==> config.mk <==
export PLATFORM = sky130hd
export DESIGN_NAME = jalr_unit
export DESIGN_NICKNAME = d
export VERILOG_FILES = /design/src/rtl/jalr_pkg.sv /design/src/rtl/jalr_datapath.sv /design/src/rtl/jalr_ctrl.sv /design/src/rtl/jalr_ras.sv /design/src/rtl/jalr_unit.sv
export SDC_FILE = /design/constraint.sdc
export NUM_CORES = 1
export LEC_CHECK = 0
export CAP_MARGIN = 20
export CORE_MARGIN = 10
export CORE_UTILIZATION = 50
export DETAILED_ROUTE_END_ITERATION = 8
export HOLD_SLACK_MARGIN = 0.08
export PLACE_DENSITY = 0.84
export SYNTH_ARGS = -nofsm -noshare
export SYNTH_HDL_FRONTEND = slang
export SYNTH_SLANG_ARGS = --single-unit
==> constraint.sdc <==
create_clock -name clk -period 4.35 [get_ports clk]
set_input_delay 0.87 -clock clk [delete_from_list [all_inputs] [get_ports clk]]
set_output_delay 0.87 -clock clk [all_outputs]
set_load 0.03 [all_outputs]
==> src/rtl/jalr_pkg.sv <==
package jalr_pkg;

  localparam logic [6:0] OPC_JALR  = 7'b1100111;
  localparam logic [2:0] F3_JALR   = 3'b000;
  localparam logic [4:0] LINK_REGA = 5'd1;
  localparam logic [4:0] LINK_REGB = 5'd5;
  localparam int         IMM_W     = 12;
  localparam int         REG_IDX_W = 5;

  typedef struct packed {
    logic hit;       // instruction recognised
    logic redirect;  // take the jump
    logic linkWr;    // write PC+4 into rd
    logic misalign;  // target bit 1 set
    logic push;
    logic pop;
    logic popPush;
    logic isReturn;  // rd=x0, rs1=x1, imm=0
  } ctrlStrobe_t;

endpackage

==> src/rtl/jalr_datapath.sv <==
module jalr_datapath
  import jalr_pkg::*;
#(
  parameter int XLEN = 32
) (
  input  logic [31:0]          instWord,
  input  logic [XLEN-1:0]      pcIn,
  input  logic [XLEN-1:0]      rs1Val,
  output logic [6:0]           opcode,
  output logic [2:0]           funct3,
  output logic [REG_IDX_W-1:0] rdIdx,
  output logic [REG_IDX_W-1:0] rs1Idx,
  output logic                 immZero,
  output logic                 targetBit1,
  output logic [XLEN-1:0]      target,
  output logic [XLEN-1:0]      linkVal
);

  localparam int SEXT_W = XLEN - IMM_W;

  logic [IMM_W-1:0] immRaw;
  logic [XLEN-1:0]  immExt;
  logic [XLEN-1:0]  sum;

  // I-type field extraction
  assign opcode = instWord[6:0];
  assign rdIdx  = instWord[11:7];
  assign funct3 = instWord[14:12];
  assign rs1Idx = instWord[19:15];
  assign immRaw = instWord[31:20];

  assign immExt  = {{SEXT_W{immRaw[IMM_W-1]}}, immRaw};
  assign immZero = (immRaw == '0);

  // Wraparound add, then force the low bit to zero
  assign sum        = rs1Val + immExt;
  assign target     = sum & ~XLEN'(1);
  assign targetBit1 = target[1];

  assign linkVal = pcIn + XLEN'(4);

endmodule

==> src/rtl/jalr_ctrl.sv <==
module jalr_ctrl
  import jalr_pkg::*;
(
  input  logic                 instValid,
  input  logic [6:0]           opcode,
  input  logic [2:0]           funct3,
  input  logic [REG_IDX_W-1:0] rdIdx,
  input  logic [REG_IDX_W-1:0] rs1Idx,
  input  logic                 immZero,
  input  logic                 targetBit1,
  output ctrlStrobe_t          strobe
);

  logic hit, mis, ok;
  logic rdIsLink, rs1IsLink, sameReg;

  assign hit = instValid && (opcode == OPC_JALR) && (funct3 == F3_JALR);
  assign mis = hit && targetBit1;
  assign ok  = hit && !mis;

  assign rdIsLink  = (rdIdx == LINK_REGA) || (rdIdx == LINK_REGB);
  assign rs1IsLink = (rs1Idx == LINK_REGA) || (rs1Idx == LINK_REGB);
  assign sameReg   = (rdIdx == rs1Idx);

  always_comb begin
    strobe          = '0;
    strobe.hit      = hit;
    strobe.misalign = mis;
    strobe.redirect = ok;
    strobe.linkWr   = ok && (rdIdx != '0);
    strobe.push     = ok && rdIsLink && (!rs1IsLink || sameReg);
    strobe.pop      = ok && rs1IsLink && !rdIsLink;
    strobe.popPush  = ok && rdIsLink && rs1IsLink && !sameReg;
    strobe.isReturn = ok && (rdIdx == '0) && (rs1Idx == LINK_REGA) && immZero;
  end

endmodule

==> src/rtl/jalr_ras.sv <==
module jalr_ras #(
  parameter int XLEN  = 32,
  parameter int DEPTH = 8
) (
  input  logic            clk,
  input  logic            rst,
  input  logic            push,
  input  logic            pop,
  input  logic            popPush,
  input  logic [XLEN-1:0] pushVal,
  output logic [XLEN-1:0] predTarget,
  output logic            predValid
);

  localparam int PTR_W = (DEPTH > 1) ? $clog2(DEPTH) : 1;
  localparam int CNT_W = $clog2(DEPTH + 1);
  localparam logic [CNT_W-1:0] CNT_FULL = CNT_W'(DEPTH);
  localparam logic [PTR_W-1:0] PTR_LAST = PTR_W'(DEPTH - 1);

  logic [XLEN-1:0]  entry [DEPTH];
  logic [PTR_W-1:0] topPtr, nextPtr, prevPtr, wrPtr;
  logic [CNT_W-1:0] cnt;
  logic             empty, doWrite, doAdvance, doRetreat;

  assign empty   = (cnt == '0);
  assign nextPtr = (topPtr == PTR_LAST) ? '0 : topPtr + PTR_W'(1);
  assign prevPtr = (topPtr == '0) ? PTR_LAST : topPtr - PTR_W'(1);

  // A swap on an empty stack degrades to a push
  assign doAdvance = push || (popPush && empty);
  assign doRetreat = pop && !empty;
  assign doWrite   = push || popPush;
  assign wrPtr     = doAdvance ? nextPtr : topPtr;

  always_ff @(posedge clk) begin
    if (rst) begin
      topPtr <= PTR_LAST;
      cnt    <= '0;
    end else if (doAdvance) begin
      topPtr <= nextPtr;
      if (cnt != CNT_FULL) cnt <= cnt + CNT_W'(1);
    end else if (doRetreat) begin
      topPtr <= prevPtr;
      cnt    <= cnt - CNT_W'(1);
    end
  end

  for (genvar i = 0; i < DEPTH; i++) begin : g_entry
    always_ff @(posedge clk) begin
      if (rst) entry[i] <= '0;
      else if (doWrite && (wrPtr == PTR_W'(i))) entry[i] <= pushVal;
    end
  end

  assign predValid  = !empty;
  assign predTarget = empty ? '0 : entry[topPtr];

  AST_RAS_BOUND: assert property (@(posedge clk) disable iff (rst)
    cnt <= CNT_FULL);
  AST_PUSH_VISIBLE: assert property (@(posedge clk) disable iff (rst)
    push |=> predValid && (predTarget == $past(pushVal)));
  AST_LAST_POP_EMPTIES: assert property (@(posedge clk) disable iff (rst)
    (pop && (cnt == CNT_W'(1))) |=> !predValid);
  AST_SWAP_DEPTH: assert property (@(posedge clk) disable iff (rst)
    (popPush && !empty) |=> (cnt == $past(cnt)));
  AST_RESET_EMPTY: assert property (@(posedge clk)
    rst |=> !predValid);

endmodule

==> src/rtl/jalr_unit.sv <==
module jalr_unit
  import jalr_pkg::*;
#(
  parameter int XLEN      = 32,
  parameter int RAS_DEPTH = 8
) (
  input  logic            clk,
  input  logic            rst,
  input  logic            instValid,
  input  logic [31:0]     instWord,
  input  logic [XLEN-1:0] pcIn,
  input  logic [XLEN-1:0] rs1Val,
  output logic            redirectValid,
  output logic [XLEN-1:0] redirectTarget,
  output logic            rfWrEn,
  output logic [4:0]      rfWrAddr,
  output logic [XLEN-1:0] rfWrData,
  output logic            misalignExc,
  output logic            rasPush,
  output logic            rasPop,
  output logic            rasPopPush,
  output logic [XLEN-1:0] predTarget,
  output logic            predValid
);

  logic [6:0]           opcode;
  logic [2:0]           funct3;
  logic [REG_IDX_W-1:0] rdIdx, rs1Idx;
  logic                 immZero, targetBit1;
  logic [XLEN-1:0]      target, linkVal;
  ctrlStrobe_t          strobe;

  jalr_datapath #(.XLEN(XLEN)) u_dp (
    .instWord  (instWord),
    .pcIn      (pcIn),
    .rs1Val    (rs1Val),
    .opcode    (opcode),
    .funct3    (funct3),
    .rdIdx     (rdIdx),
    .rs1Idx    (rs1Idx),
    .immZero   (immZero),
    .targetBit1(targetBit1),
    .target    (target),
    .linkVal   (linkVal)
  );

  jalr_ctrl u_ctrl (
    .instValid (instValid),
    .opcode    (opcode),
    .funct3    (funct3),
    .rdIdx     (rdIdx),
    .rs1Idx    (rs1Idx),
    .immZero   (immZero),
    .targetBit1(targetBit1),
    .strobe    (strobe)
  );

  jalr_ras #(.XLEN(XLEN), .DEPTH(RAS_DEPTH)) u_ras (
    .clk       (clk),
    .rst       (rst),
    .push      (strobe.push),
    .pop       (strobe.pop),
    .popPush   (strobe.popPush),
    .pushVal   (linkVal),
    .predTarget(predTarget),
    .predValid (predValid)
  );

  assign redirectValid  = strobe.redirect;
  assign redirectTarget = target;
  assign rfWrEn         = strobe.linkWr;
  assign rfWrAddr       = rdIdx;
  assign rfWrData       = linkVal;
  assign misalignExc    = strobe.misalign;
  assign rasPush        = strobe.push;
  assign rasPop         = strobe.pop;
  assign rasPopPush     = strobe.popPush;

  AST_IDLE_QUIET: assert property (@(posedge clk) disable iff (rst)
    !strobe.hit |-> !redirectValid && !rfWrEn && !misalignExc);
  AST_TARGET_EVEN: assert property (@(posedge clk) disable iff (rst)
    redirectValid |-> !redirectTarget[0]);
  AST_NO_X0_LINK: assert property (@(posedge clk) disable iff (rst)
    rfWrEn |-> (rfWrAddr != '0));
  AST_MISALIGN_SILENT: assert property (@(posedge clk) disable iff (rst)
    misalignExc |-> !redirectValid && !rfWrEn && !rasPush && !rasPop && !rasPopPush);
  AST_HINT_ONEHOT: assert property (@(posedge clk) disable iff (rst)
    $onehot0({rasPush, rasPop, rasPopPush}));
  AST_RET_POPS: assert property (@(posedge clk) disable iff (rst)
    strobe.isReturn |-> rasPop && !rfWrEn);

endmodule

==> results.txt <==
----------------------------------------------------
[Status]
  Run status ... finished, final reports clean

[Clock network]
  Clock sink count ... 266
  Max Root-Sink Buffers ... 3
  CTS Root Cell ... clkbuf_16
  Clk Latency, worst-skew pair ... between 0.5 and 0.6 ns
  Maximum level of the CTS H-tree ... 1
  Reg clk slew, reported paths ... 0.06 ns
  Number of buffers created by CTS ... 25
  Clock tree from TritonCTS ... done

[Die]
  Die footprint ... 35,700 µm²
  Initial Utilization ... 51.0%
  Row Count ... around 60
  Core area ... around 28,000 µm²
  Chip Height ... 189 µm
  Boundary Pins ... 207
  X dimension of the die ... 189 µm

[Routing]
  Routed vias/inst ... roughly 5.9
  Number of design-rule violations left by the first detailed-router iteration ... ~1,100
  Overall via count from detail_route ... roughly 11,000
  Detailed-route DRC error count ... 0
  Total wire length ... 42.4 mm
  Post-DRT Antenna Nets ... 0
  Routed wirelength normalized by instance count ... 22.6 µm
  1st-pass router iterations ... 5

[Power]
  Clock Power Share ... 36.2%
  Power density cells ... 338 nW/µm²
  Total internal power ... 4.71 mW
  Peak supply drop ... 292 µV
  Comb pwr share ... 17.7%
  Reported leakage power ... 7.52 nW
  Sequential share of power ... between 40% and 50%
  Sw frac ... between 20% and 30%
  NetSw ... about 1.6 mW

[Critical path]
  Worst setup SP type ... input port
  Start point of the critical path ... instWord[31]
  R2r startpoint ... u_ras.cnt[2]
  Data arrival time at the worst-slack endpoint ... 3.42 ns
  Data required time of the critical path ... 3.48 ns
  Crit path capture type ... output port
  Crit Path Category ... in -> out
  Register-to-Register Setup Slack ... 1.21 ns
  Endpoint of the worst register-to-register path ... u_ras.entry[6][25]
  Critical path peak fanout ... 8
  Number of cells traversed by the worst register-to-register path ... 10
  End of the critical path ... redirectTarget[31]

[Global routing]
  Initial antenna violation count ... 0
  Pin count of the biggest net entering global routing ... 39
  Global-route wire length before repair ... around 65 mm
  Number of global-route vias before repair ... 11,800
  Global router's overall resource usage ... around 23%
  Gr ovfl total ... 0

[STA]
  Number of endpoints failing setup at the final stage ... 0
  Max-slew headroom at the worst pin ... 48.3%
  Min cycle time layout ... 4.29 ns
  Number of pins exceeding their max-slew limit in the final report ... 0
  Part of the cycle the worst path needs ... 98.6%
  Final hold violations ... 0
  Max Clock Skew ... 0.0121 ns
  Maximum clock frequency ... 233 MHz
  Setup repair after global routing missed its margin ... yes
  Setup_tns ... 0 ns
  Worst-Margin Slew ... between 0.7 and 0.8 ns

[Min path]
  Classification of the worst-slack hold path ... reg -> reg
  Worst Hold Launch ... u_ras.cnt[3]

[Logic synthesis]
  Cell Area, Synth ... 14,300 µm²
  Number of unique standard cell types used by synthesis ... 62
  Mapped Nets ... 1,341
  Number of synthesized flops with an enable pin ... 256
  Average size of a mapped cell ... 11.9 µm²
  Synth warnings ... 0
  Sequential element share of the synthesized area ... between 50% and 60%
  Top FF cell, synth ... edfxtp_1
  Share of synthesized registers carrying an async set or reset ... 0%
  Register bit total from synthesis ... roughly 270
  Gate count of the mapped netlist ... 1,203

[Finish]
  Utilization after layout ... 66.4%
  Layout cells sized above 1 ... 19.9%
  Final net count ... 1,620
  Most common cell after layout, fill and taps aside ... nor2_1
  Design area ... around 19,000 µm²
  Layout Cells excl Fill ... 1,878
  Commonest cells after routing, fill and taps aside ... 293 x nor2_1, 256 x edfxtp_1, 170 x clkdlybuf4s50_1
  Inserted Diodes ... 0
  Area Growth Syn to Fin ... 30.2%

[Run]
  Max-cap viol count ... 0

[Placed design]
  Number of buffers inserted by port buffering ... 205
  Placed Area ... 17,500 µm²
  Instance count after placement with tap cells included ... 1,832
  Final RePlAce weighted congestion ... 0.952
  Detailed placer's ending HPWL ... 27.4 mm

----------------------------------------------------
==> how the worst min path moves through the flow <==
stage                   endpoint  depth (start not counted)
global route        u_ras.cnt[3]                          2
global placement    u_ras.cnt[3]                          2
finish              u_ras.cnt[3]                          2
detailed placement  u_ras.cnt[3]                          2
CTS                 u_ras.cnt[3]                          2
floorplan           u_ras.cnt[3]                          2
==> final cells by class <==
type / count / area, µm²
clock buffers: 34 / 679
clock inverters: 11 / 166
fillers: 2005 / 9410
inverters: 47 / 176
multi-input cells: 815 / 6150
flip-flops and latches: 266 / 7890
well taps: 378 / 473
repair buffers: 327 / 3070
==> through the flow <==
stage	setup slack, ns	power, mW	hold WS [ns]
2_1_floorplan	-0.0416	3.50	0.492
3_3_place_gp	-0.101	4.00	0.501
3_5_place_dp	-0.146	4.02	0.535
4_1_cts	-0.0147	6.27	0.544
5_1_grt	-0.0336	6.48	0.555
6_report	0.0620	6.29	0.548
==> synthesized netlist by cell type, types with 5 or more instances <==
| cell type | number | area share (%) |
|---|---|---|
| nand2b_1 | 8 | 0.35 |
| mux2i_1 | 34 | 2.4 |
| or3_1 | 5 | 0.22 |
| buf_2 | 28 | 0.98 |
| o21bai_1 | 12 | 0.63 |
| a211oi_1 | 8 | 0.42 |
| dfxtp_1 | 10 | 1.4 |
| o21ai_0 | 25 | 0.88 |
| nand4_1 | 12 | 0.53 |
| a21oi_1 | 40 | 1.4 |
| mux4_2 | 64 | 10 |
| and4_1 | 6 | 0.37 |
| clkbuf_1 | 33 | 0.87 |
| o21a_1 | 6 | 0.32 |
| buf_4 | 9 | 0.47 |
| xnor2_1 | 26 | 1.6 |
| xor2_1 | 32 | 2.0 |
| nand2_1 | 59 | 1.6 |
| buf_1 | 5 | 0.13 |
| nand3_1 | 20 | 0.70 |
| nor2_1 | 293 | 7.7 |
| nor2b_1 | 5 | 0.22 |
| ha_1 | 37 | 3.2 |
| a21o_1 | 16 | 0.84 |
| edfxtp_1 | 256 | 54 |
| and3_1 | 18 | 0.79 |
| inv_1 | 46 | 1.2 |
| a31oi_1 | 5 | 0.22 |
| and2_1 | 8 | 0.35 |
| nor3_1 | 25 | 0.88 |
==> worst max-delay path, cell delays in order <==
cell and delay [ns]:
clkdlybuf4s50_1 0.48, buf_6 0.18, ha_1 0.26, buf_4 0.16, and4_1 0.18, a2111oi_2 0.41, a21oi_2 0.12, a21oi_2 0.17
o21bai_1 0.11, a311oi_2 0.27, buf_4 0.20
==> power groups by stage <==
stage / registers (mW) / clock network (mW) / logic (mW)
floorplan: 2.95 / 0 / 0.548
global placement: 2.95 / 0 / 1.06
detailed placement: 2.95 / 0 / 1.07
CTS: 2.90 / 2.28 / 1.09
global route: 2.91 / 2.38 / 1.18
finish: 2.90 / 2.27 / 1.11
==> routing by layer <==
metal,share of wire (%),vias up,global-route usage [%]
li1,-,4941,-
met1,36,5428,26.4
met2,52,616,42.0
met3,9.7,97,5.46
met4,2.5,0,6.59
met5,0,-,0
==> kinds of logic (layout without fill, tap and decap cells) <==
kind of cell / after synthesis / in the layout / share of synthesized area, %
AND/OR/NAND/NOR: 479 / 479 / 15.0
flip-flops: 266 / 266 / 55.2
AO/OA/AOI/OAI: 140 / 140 / 6.52
buffers and inverters: 122 / 419 / 3.69
multiplexers: 98 / 98 / 12.5
XOR/XNOR: 58 / 58 / 3.56
adder cells (fa/ha/maj): 39 / 39 / 3.52
other: 1 / 1 / 0.0262
==> repair_timing <==
item	4_1_cts	5_1_grt
pin swaps	3	15
resized for setup	14	38
hold buffers	0	0
setup endpoints to repair	9	17
buffers inserted	0	1
==> flip-flops by register name, summed over array words and instances (netlist names), named ones only <==
signal / cells
u_ras.entry: 256
u_ras.cnt: 4
u_ras.topPtr: 3
Note: power is estimated with default switching activity, not from simulation.
